--- config.mk ---
export PLATFORM = sky130hd
export DESIGN_NAME = ds3_slave_payload_in
export DESIGN_NICKNAME = d
export VERILOG_FILES = /design/src/rtl/ds3_pin_pkg.sv /design/src/rtl/ds3_ref_edge.sv /design/src/rtl/ds3_frame_pos.sv /design/src/rtl/ds3_payload_cap.sv /design/src/rtl/ds3_slave_payload_in.sv
export SDC_FILE = /design/constraint.sdc
export NUM_CORES = 1
export LEC_CHECK = 0
export CAP_MARGIN = 20
export CORE_ASPECT_RATIO = 0.8
export CORE_UTILIZATION = 40
export DETAILED_ROUTE_END_ITERATION = 6
export PLACE_DENSITY_LB_ADDON = 0.05
export SETUP_SLACK_MARGIN = 0.2
export SYNTH_ARGS = -nofsm -noshare
export SYNTH_HDL_FRONTEND = slang
export SYNTH_SLANG_ARGS = --single-unit
--- constraint.sdc ---
create_clock -name clk -period 2.7 [get_ports clk]
set_input_delay 0.54 -clock clk [delete_from_list [all_inputs] [get_ports clk]]
set_output_delay 0.54 -clock clk [all_outputs]
set_load 0.05 [all_outputs]
--- src/rtl/ds3_pin_pkg.sv ---
package ds3_pin_pkg;
    localparam int unsigned DEF_BLOCK_BITS   = 85;
    localparam int unsigned DEF_BLOCKS_PER_SF = 8;
    localparam int unsigned DEF_SUBFRAMES    = 7;

    function automatic int unsigned frame_len(input int unsigned blk_bits,
                                              input int unsigned blks,
                                              input int unsigned sfs);
        return blk_bits * blks * sfs;
    endfunction
endpackage

--- src/rtl/ds3_ref_edge.sv ---
module ds3_ref_edge (
    input  logic clk,
    input  logic rst,
    input  logic ref_in,
    output logic rise_o
);
    typedef struct packed {
        logic prev;
    } edge_st_t;

    edge_st_t st_d, st_q;

    always_comb begin
        st_d      = st_q;
        // sample the level even in reset so a held-high level is not an edge
        st_d.prev = ref_in;
        rise_o    = !rst && ref_in && !st_q.prev;
    end

    always_ff @(posedge clk) begin
        st_q <= st_d;
    end
endmodule

--- src/rtl/ds3_frame_pos.sv ---
module ds3_frame_pos #(
    parameter int unsigned BLOCK_BITS    = ds3_pin_pkg::DEF_BLOCK_BITS,
    parameter int unsigned BLOCKS_PER_SF = ds3_pin_pkg::DEF_BLOCKS_PER_SF,
    parameter int unsigned SUBFRAMES     = ds3_pin_pkg::DEF_SUBFRAMES
) (
    input  logic clk,
    input  logic rst,
    input  logic restart,
    output logic oh_o,
    output logic last_o,
    output logic payload_slot_o
);
    localparam int unsigned FRAME_BITS = ds3_pin_pkg::frame_len(BLOCK_BITS, BLOCKS_PER_SF, SUBFRAMES);
    localparam int unsigned CNT_W      = $clog2(FRAME_BITS);
    localparam int unsigned BLK_W      = $clog2(BLOCK_BITS);
    localparam logic [CNT_W-1:0] CNT_LAST = CNT_W'(FRAME_BITS - 1);
    localparam logic [BLK_W-1:0] BLK_LAST = BLK_W'(BLOCK_BITS - 1);

    typedef struct packed {
        logic             run;
        logic [CNT_W-1:0] cnt;
        logic [BLK_W-1:0] blk;
    } pos_st_t;

    pos_st_t st_d, st_q;

    always_comb begin
        st_d     = st_q;
        st_d.run = 1'b1;
        if (rst) begin
            st_d = '0;
        end else if (restart) begin
            st_d.cnt = '0;
            st_d.blk = '0;
        end else begin
            st_d.cnt = (st_q.cnt == CNT_LAST) ? '0 : st_q.cnt + 1'b1;
            st_d.blk = (st_q.cnt == CNT_LAST || st_q.blk == BLK_LAST) ? '0 : st_q.blk + 1'b1;
        end
        oh_o           = st_q.run && (st_q.blk == '0);
        last_o         = st_q.run && (st_q.cnt == CNT_LAST);
        payload_slot_o = st_q.run && (st_q.blk != '0);
    end

    always_ff @(posedge clk) begin
        st_q <= st_d;
    end
endmodule

--- src/rtl/ds3_payload_cap.sv ---
module ds3_payload_cap (
    input  logic clk,
    input  logic rst,
    input  logic ser_in,
    input  logic take,
    output logic bit_o,
    output logic vld_o
);
    typedef struct packed {
        logic data;
        logic vld;
    } cap_st_t;

    cap_st_t st_d, st_q;

    always_comb begin
        st_d.data = ser_in;
        st_d.vld  = take;
        if (rst) begin
            st_d = '0;
        end
        bit_o = st_q.data;
        vld_o = st_q.vld;
    end

    always_ff @(posedge clk) begin
        st_q <= st_d;
    end
endmodule

--- src/rtl/ds3_slave_payload_in.sv ---
module ds3_slave_payload_in #(
    parameter int unsigned BLOCK_BITS    = ds3_pin_pkg::DEF_BLOCK_BITS,
    parameter int unsigned BLOCKS_PER_SF = ds3_pin_pkg::DEF_BLOCKS_PER_SF,
    parameter int unsigned SUBFRAMES     = ds3_pin_pkg::DEF_SUBFRAMES
) (
    input  logic clk,
    input  logic rst,
    input  logic ser_in,
    input  logic fref_in,
    output logic oh_ind,
    output logic eof,
    output logic pay_bit,
    output logic pay_vld
);
    logic ref_rise;
    logic slot_payload;

    ds3_ref_edge u_edge (
        .clk    (clk),
        .rst    (rst),
        .ref_in (fref_in),
        .rise_o (ref_rise)
    );

    ds3_frame_pos #(
        .BLOCK_BITS    (BLOCK_BITS),
        .BLOCKS_PER_SF (BLOCKS_PER_SF),
        .SUBFRAMES     (SUBFRAMES)
    ) u_pos (
        .clk            (clk),
        .rst            (rst),
        .restart        (ref_rise),
        .oh_o           (oh_ind),
        .last_o         (eof),
        .payload_slot_o (slot_payload)
    );

    ds3_payload_cap u_cap (
        .clk    (clk),
        .rst    (rst),
        .ser_in (ser_in),
        .take   (slot_payload),
        .bit_o  (pay_bit),
        .vld_o  (pay_vld)
    );
endmodule

Yosys cells after proc, flatten, opt, wreduce, memory -nomap -nowiden. Cells that the tools add are included.

Add/sub/neg operators: 2. Equal/unequal tests: 2. Mux-type cells: 1. Reductions and logical operators: 12.

Operators with widths (number): $add 13x1->13 const B (1); $eq 13x13->1 const B (1); $add 7x1->7 const B (1); $eq 7x7->1 const B (1); $logic_not 7->1 (1); $reduce_bool 7->1 (1); $reduce_or 3->1 (2); $logic_and 1x1->1 (5); $logic_not 1->1 (2); $logic_or 1x1->1 (1); $mux 1 (1).

Flip-flop bits (word level): 24. Bits of input ports: 4. Output and inout port bits: 4. Logic and storage cells: 23.

Logic depth before layout (Yosys ltp).
Depth after elaboration: 4. Mapped depth: 5. Gate-level depth less buffers: 5.

Modules after synthesis. A second synthesis with hierarchy kept.

Cells, all modules: 111. Area total of the unflattened synthesis: 1029.7 µm².

Modules (own cells, without submodules): ds3_frame_pos (instances 1, cells an instance 105, area each 944.7 µm²); ds3_payload_cap (instances 1, cells an instance 4, area each 52.6 µm²); ds3_ref_edge (instances 1, cells an instance 2, area each 32.5 µm²).

Worst setup path before layout. No wires, ideal clock.

Path kind: flip-flop to output port. From: register u_pos.st_q[7] in the netlist's numbering. To: output port eof. Data arrival time: 1261 ps. Data required time: 2160 ps. Slack: 899 ps. Cell stages (with the launch flop): 4. Buffers on the path: 0. Path through: dfxtp_1 -> ha_1 -> and4_1 -> and4_1.

Word-level cells in the longest chain between the ends: 2.

Ends and longest elaborated chain: start, declared (line ds3_frame_pos.sv:25) `pos_st_t st_d, st_q;`; start signal, assigned (line ds3_frame_pos.sv:45) `st_q <= st_d;`; $eq 13x13->1 (line ds3_frame_pos.sv:40) `last_o = st_q.run && (st_q.cnt == CNT_LAST);`; $logic_and 1x1->1 (line ds3_frame_pos.sv:40); end, declared (line ds3_slave_payload_in.sv:11) `output logic eof,`.

No other way between the ends.

Worst setup path in the final report. Ends and elaborated chain as after synthesis.

==> flow_summary.yaml <==
outcome:
  status: "complete, but fails checks"
  violations: "design-rule violations"
yosys:
  ys.flop_type: "dfxtp_1"
  syn_inst: 104
  synth_top_cell_area_share: 0.487
  synth_edf_count: 0
  yosysWarningCount: 0
  synth_area_per_cell_sq_um: 9.48
  synth_seq_cells: 24
  yosysMostFrequentCell: "dfxtp_1"
  synth_area_leaders: "dfxtp_1 (49%), xor2_1 (11%), nor2_1 (8.4%)"
  synth_top_cells_by_count: "dfxtp_1 (24), nor2_1 (22), xor2_1 (12)"
  syn_nets: 111
  ys_async_sr_fraction: 0
  seq_area_frac_synth: 0.487
  yosys.area.top_type: "dfxtp_1"
  synth_area_sq_um: 986
  synth_cell_type_count: 20
global_route:
  grt_util_all_layers: 0.142
  antenna_found_initial: 0
  grt-ovfl-total: 0
  grt_pass1_vias: 601
  grt_max_degree: 15
  grt_pass1_wl_mm: 2.70
sta:
  layout_min_cycle_time_ns: 2.20
  tightest_slew_ns: 0.487
  fmaxAchievable_mhz: 454
  min_period_over_period: 0.815
  finalSetupTns_ns: 0
  fin_skew_ns: 0.00148
  rsz0062_at_grt: "no"
  drv_slew: 0
  max_slew_margin: 0.675
  hold_viol: 0
  setup_viol: 0
  whs_ns: 0.477
drt:
  first_pass_iters: 6
  drt-total-wl_mm: 1.60
  drt-vias-per-instance: 4.97
  ant_nets: 0
  vias: 686
  drc: 2
  wl_per_cell_um: 11.6
  drt_first_iter_violations: 19
floorplan:
  die-area_sq_um: 2670
  core_sq_um: 2230
  dieHeight_um: 46.4
  start_util: 0.441
  io_pins: 8
  die_x_um: 57.5
  rows: 15
critical_path:
  crit_fanout: 4
  critical_path.slowest_cell: "dfxtp_1"
  crit_chain: "ha_1 -> and4_1 -> and4_1 -> clkbuf_2"
  cpMostUsedCell: "and4_1"
  critPathLaunchType: "flop"
  worstPathArrival_ns: 1.66
  end_kind: "output port"
  max_stage_delay_ns: 0.39
  required_ns: 2.16
  path_class: "flop to output port"
cells_and_area:
  drive_above_1_share: 0.0708
  antenna_cells: 0
  area_delta_synth_final_pct: 11.9
  fillers: 220
  final_area_sq_um: 1100
  finalNetCount: 121
placement:
  place_congestion: 0.681
  portBuffers: 7
  dp_hpwl_mm: 1.14
  dpl-instance-area_sq_um: 1070
clocking:
  cts.clk_slew.worst_paths_ns: 0.12
  hold_buffers: 0
  cts_tree: "done"
  cts_root_buf: "clkbuf_4"
  cts_buffers: 3
  clk_latency_ns: 0.31
  max-clock-path-buffers: 2
  post_cts_buffers: 0
  htree_num_levels: 1
  cts_sinks: 24
pwr:
  powerDensity_nw_per_um2: 546
  vdd_ir_drop_max_v: 0.000271
  total_power_uw: 603
  leakage_nw: 0.430
worst_hold_path:
  hold_class: "flop to flop"
run:
  drv_cap: 0
## logic make-up (layout without fill, tap and decap cells)
kind of cell               count (synthesis)  after routing  share of synthesized area
and+or+nand+nor                           52             52                      0.270
buffers and inverters                      7             16                     0.0317
DFF                                       24             24                      0.487
AOI/OAI and AO/OA                          2              2                     0.0305
adders and majority gates                  3              3                     0.0381
xor gates and xnor gates                  16             16                      0.142
## power by group
part	total, mW	switching, mW	internal, mW	leakage [nW]
clock	0.187	0.104	0.0825	0.0210
combinational	0.0476	0.0285	0.0190	0.214
sequential	0.369	0.00601	0.363	0.195
## stage by stage
| stage | utilization | cells | worst slack, ns |
|---|---|---|---|
| finish | 0.494 | 138 | 0.499 |
| global route | 0.494 | 138 | 0.360 |
| CTS | 0.496 | 138 | 0.238 |
| detailed placement | 0.480 | 134 | 0.339 |
| global placement | 0.480 | 134 | 0.362 |
| floorplan | - | 104 | 0.899 |
## what timing repair did
action                     CTS  global route
gates cloned                 0             0
setup endpoints to repair    1             1
hold endpoints to repair     0             0
resized for setup            1             2
## critical path: cells and delay by family (launching register included)
kind                       cells  cell delay, ns
adders and majority gates      1            0.23
buffers and inverters          1            0.27
DFF                            1            0.39
and+or+nand+nor                2            0.45
## final timing paths
path	start	endpoint	slack [ns]	depth (start not counted)
worst min register to register	u_pos.st_q[7]$_SDFF_PP0_	u_pos.st_q[7]$_SDFF_PP0_	0.48	1
worst max register to register	u_pos.st_q[7]$_SDFF_PP0_	u_pos.st_q[6]$_SDFF_PP0_	0.98	5
worst max-delay path	u_pos.st_q[7]$_SDFF_PP0_	eof	0.50	4
worst min-delay path	u_pos.st_q[7]$_SDFF_PP0_	u_pos.st_q[7]$_SDFF_PP0_	0.48	1
## final cells by class
class,count,area (sq um),share of cell area
timing repair buffer,7,62.6,0.0567
clock buffer,4,36.3,0.0329
sequential,24,480,0.435
multi-input combinational,73,474,0.430
tap,25,31.3,0.0283
inverter,5,18.8,0.0170
## layout by cell type, fill, tap and decap left out, types with 2 or more instances in the layout
master           Yosys  layout
dfxtp_1             24      24
nor2_1              22      22
xor2_1              12      12
nand3_1              8       8
inv_1                5       5
clkdlybuf4s50_1      0       5
nand2_1              4       4
and4_1               4       4
xnor2_1              4       4
and3_1               3       3
nand4_1              3       3
ha_1                 3       3
clkbuf_4             0       3
and2_1               2       2
nor4b_1              2       2
nor2b_1              2       2
## layer usage
metal  track usage  share of wire  vias to the layer above
li1              -              -                      361
met1         0.179           0.53                      311
met2         0.207           0.40                        9
met3        0.0590          0.051                        5
met4        0.0732          0.023                        0
met5             0              0                        -
## flip-flops by register name, indices dropped and copies added, names as in the netlist
signal       count
u_cap.vld_o      1
u_edge.st_q      1
u_pos.st_q      21
u_cap.bit_o      1
Power figures use the tool's default switching activity.
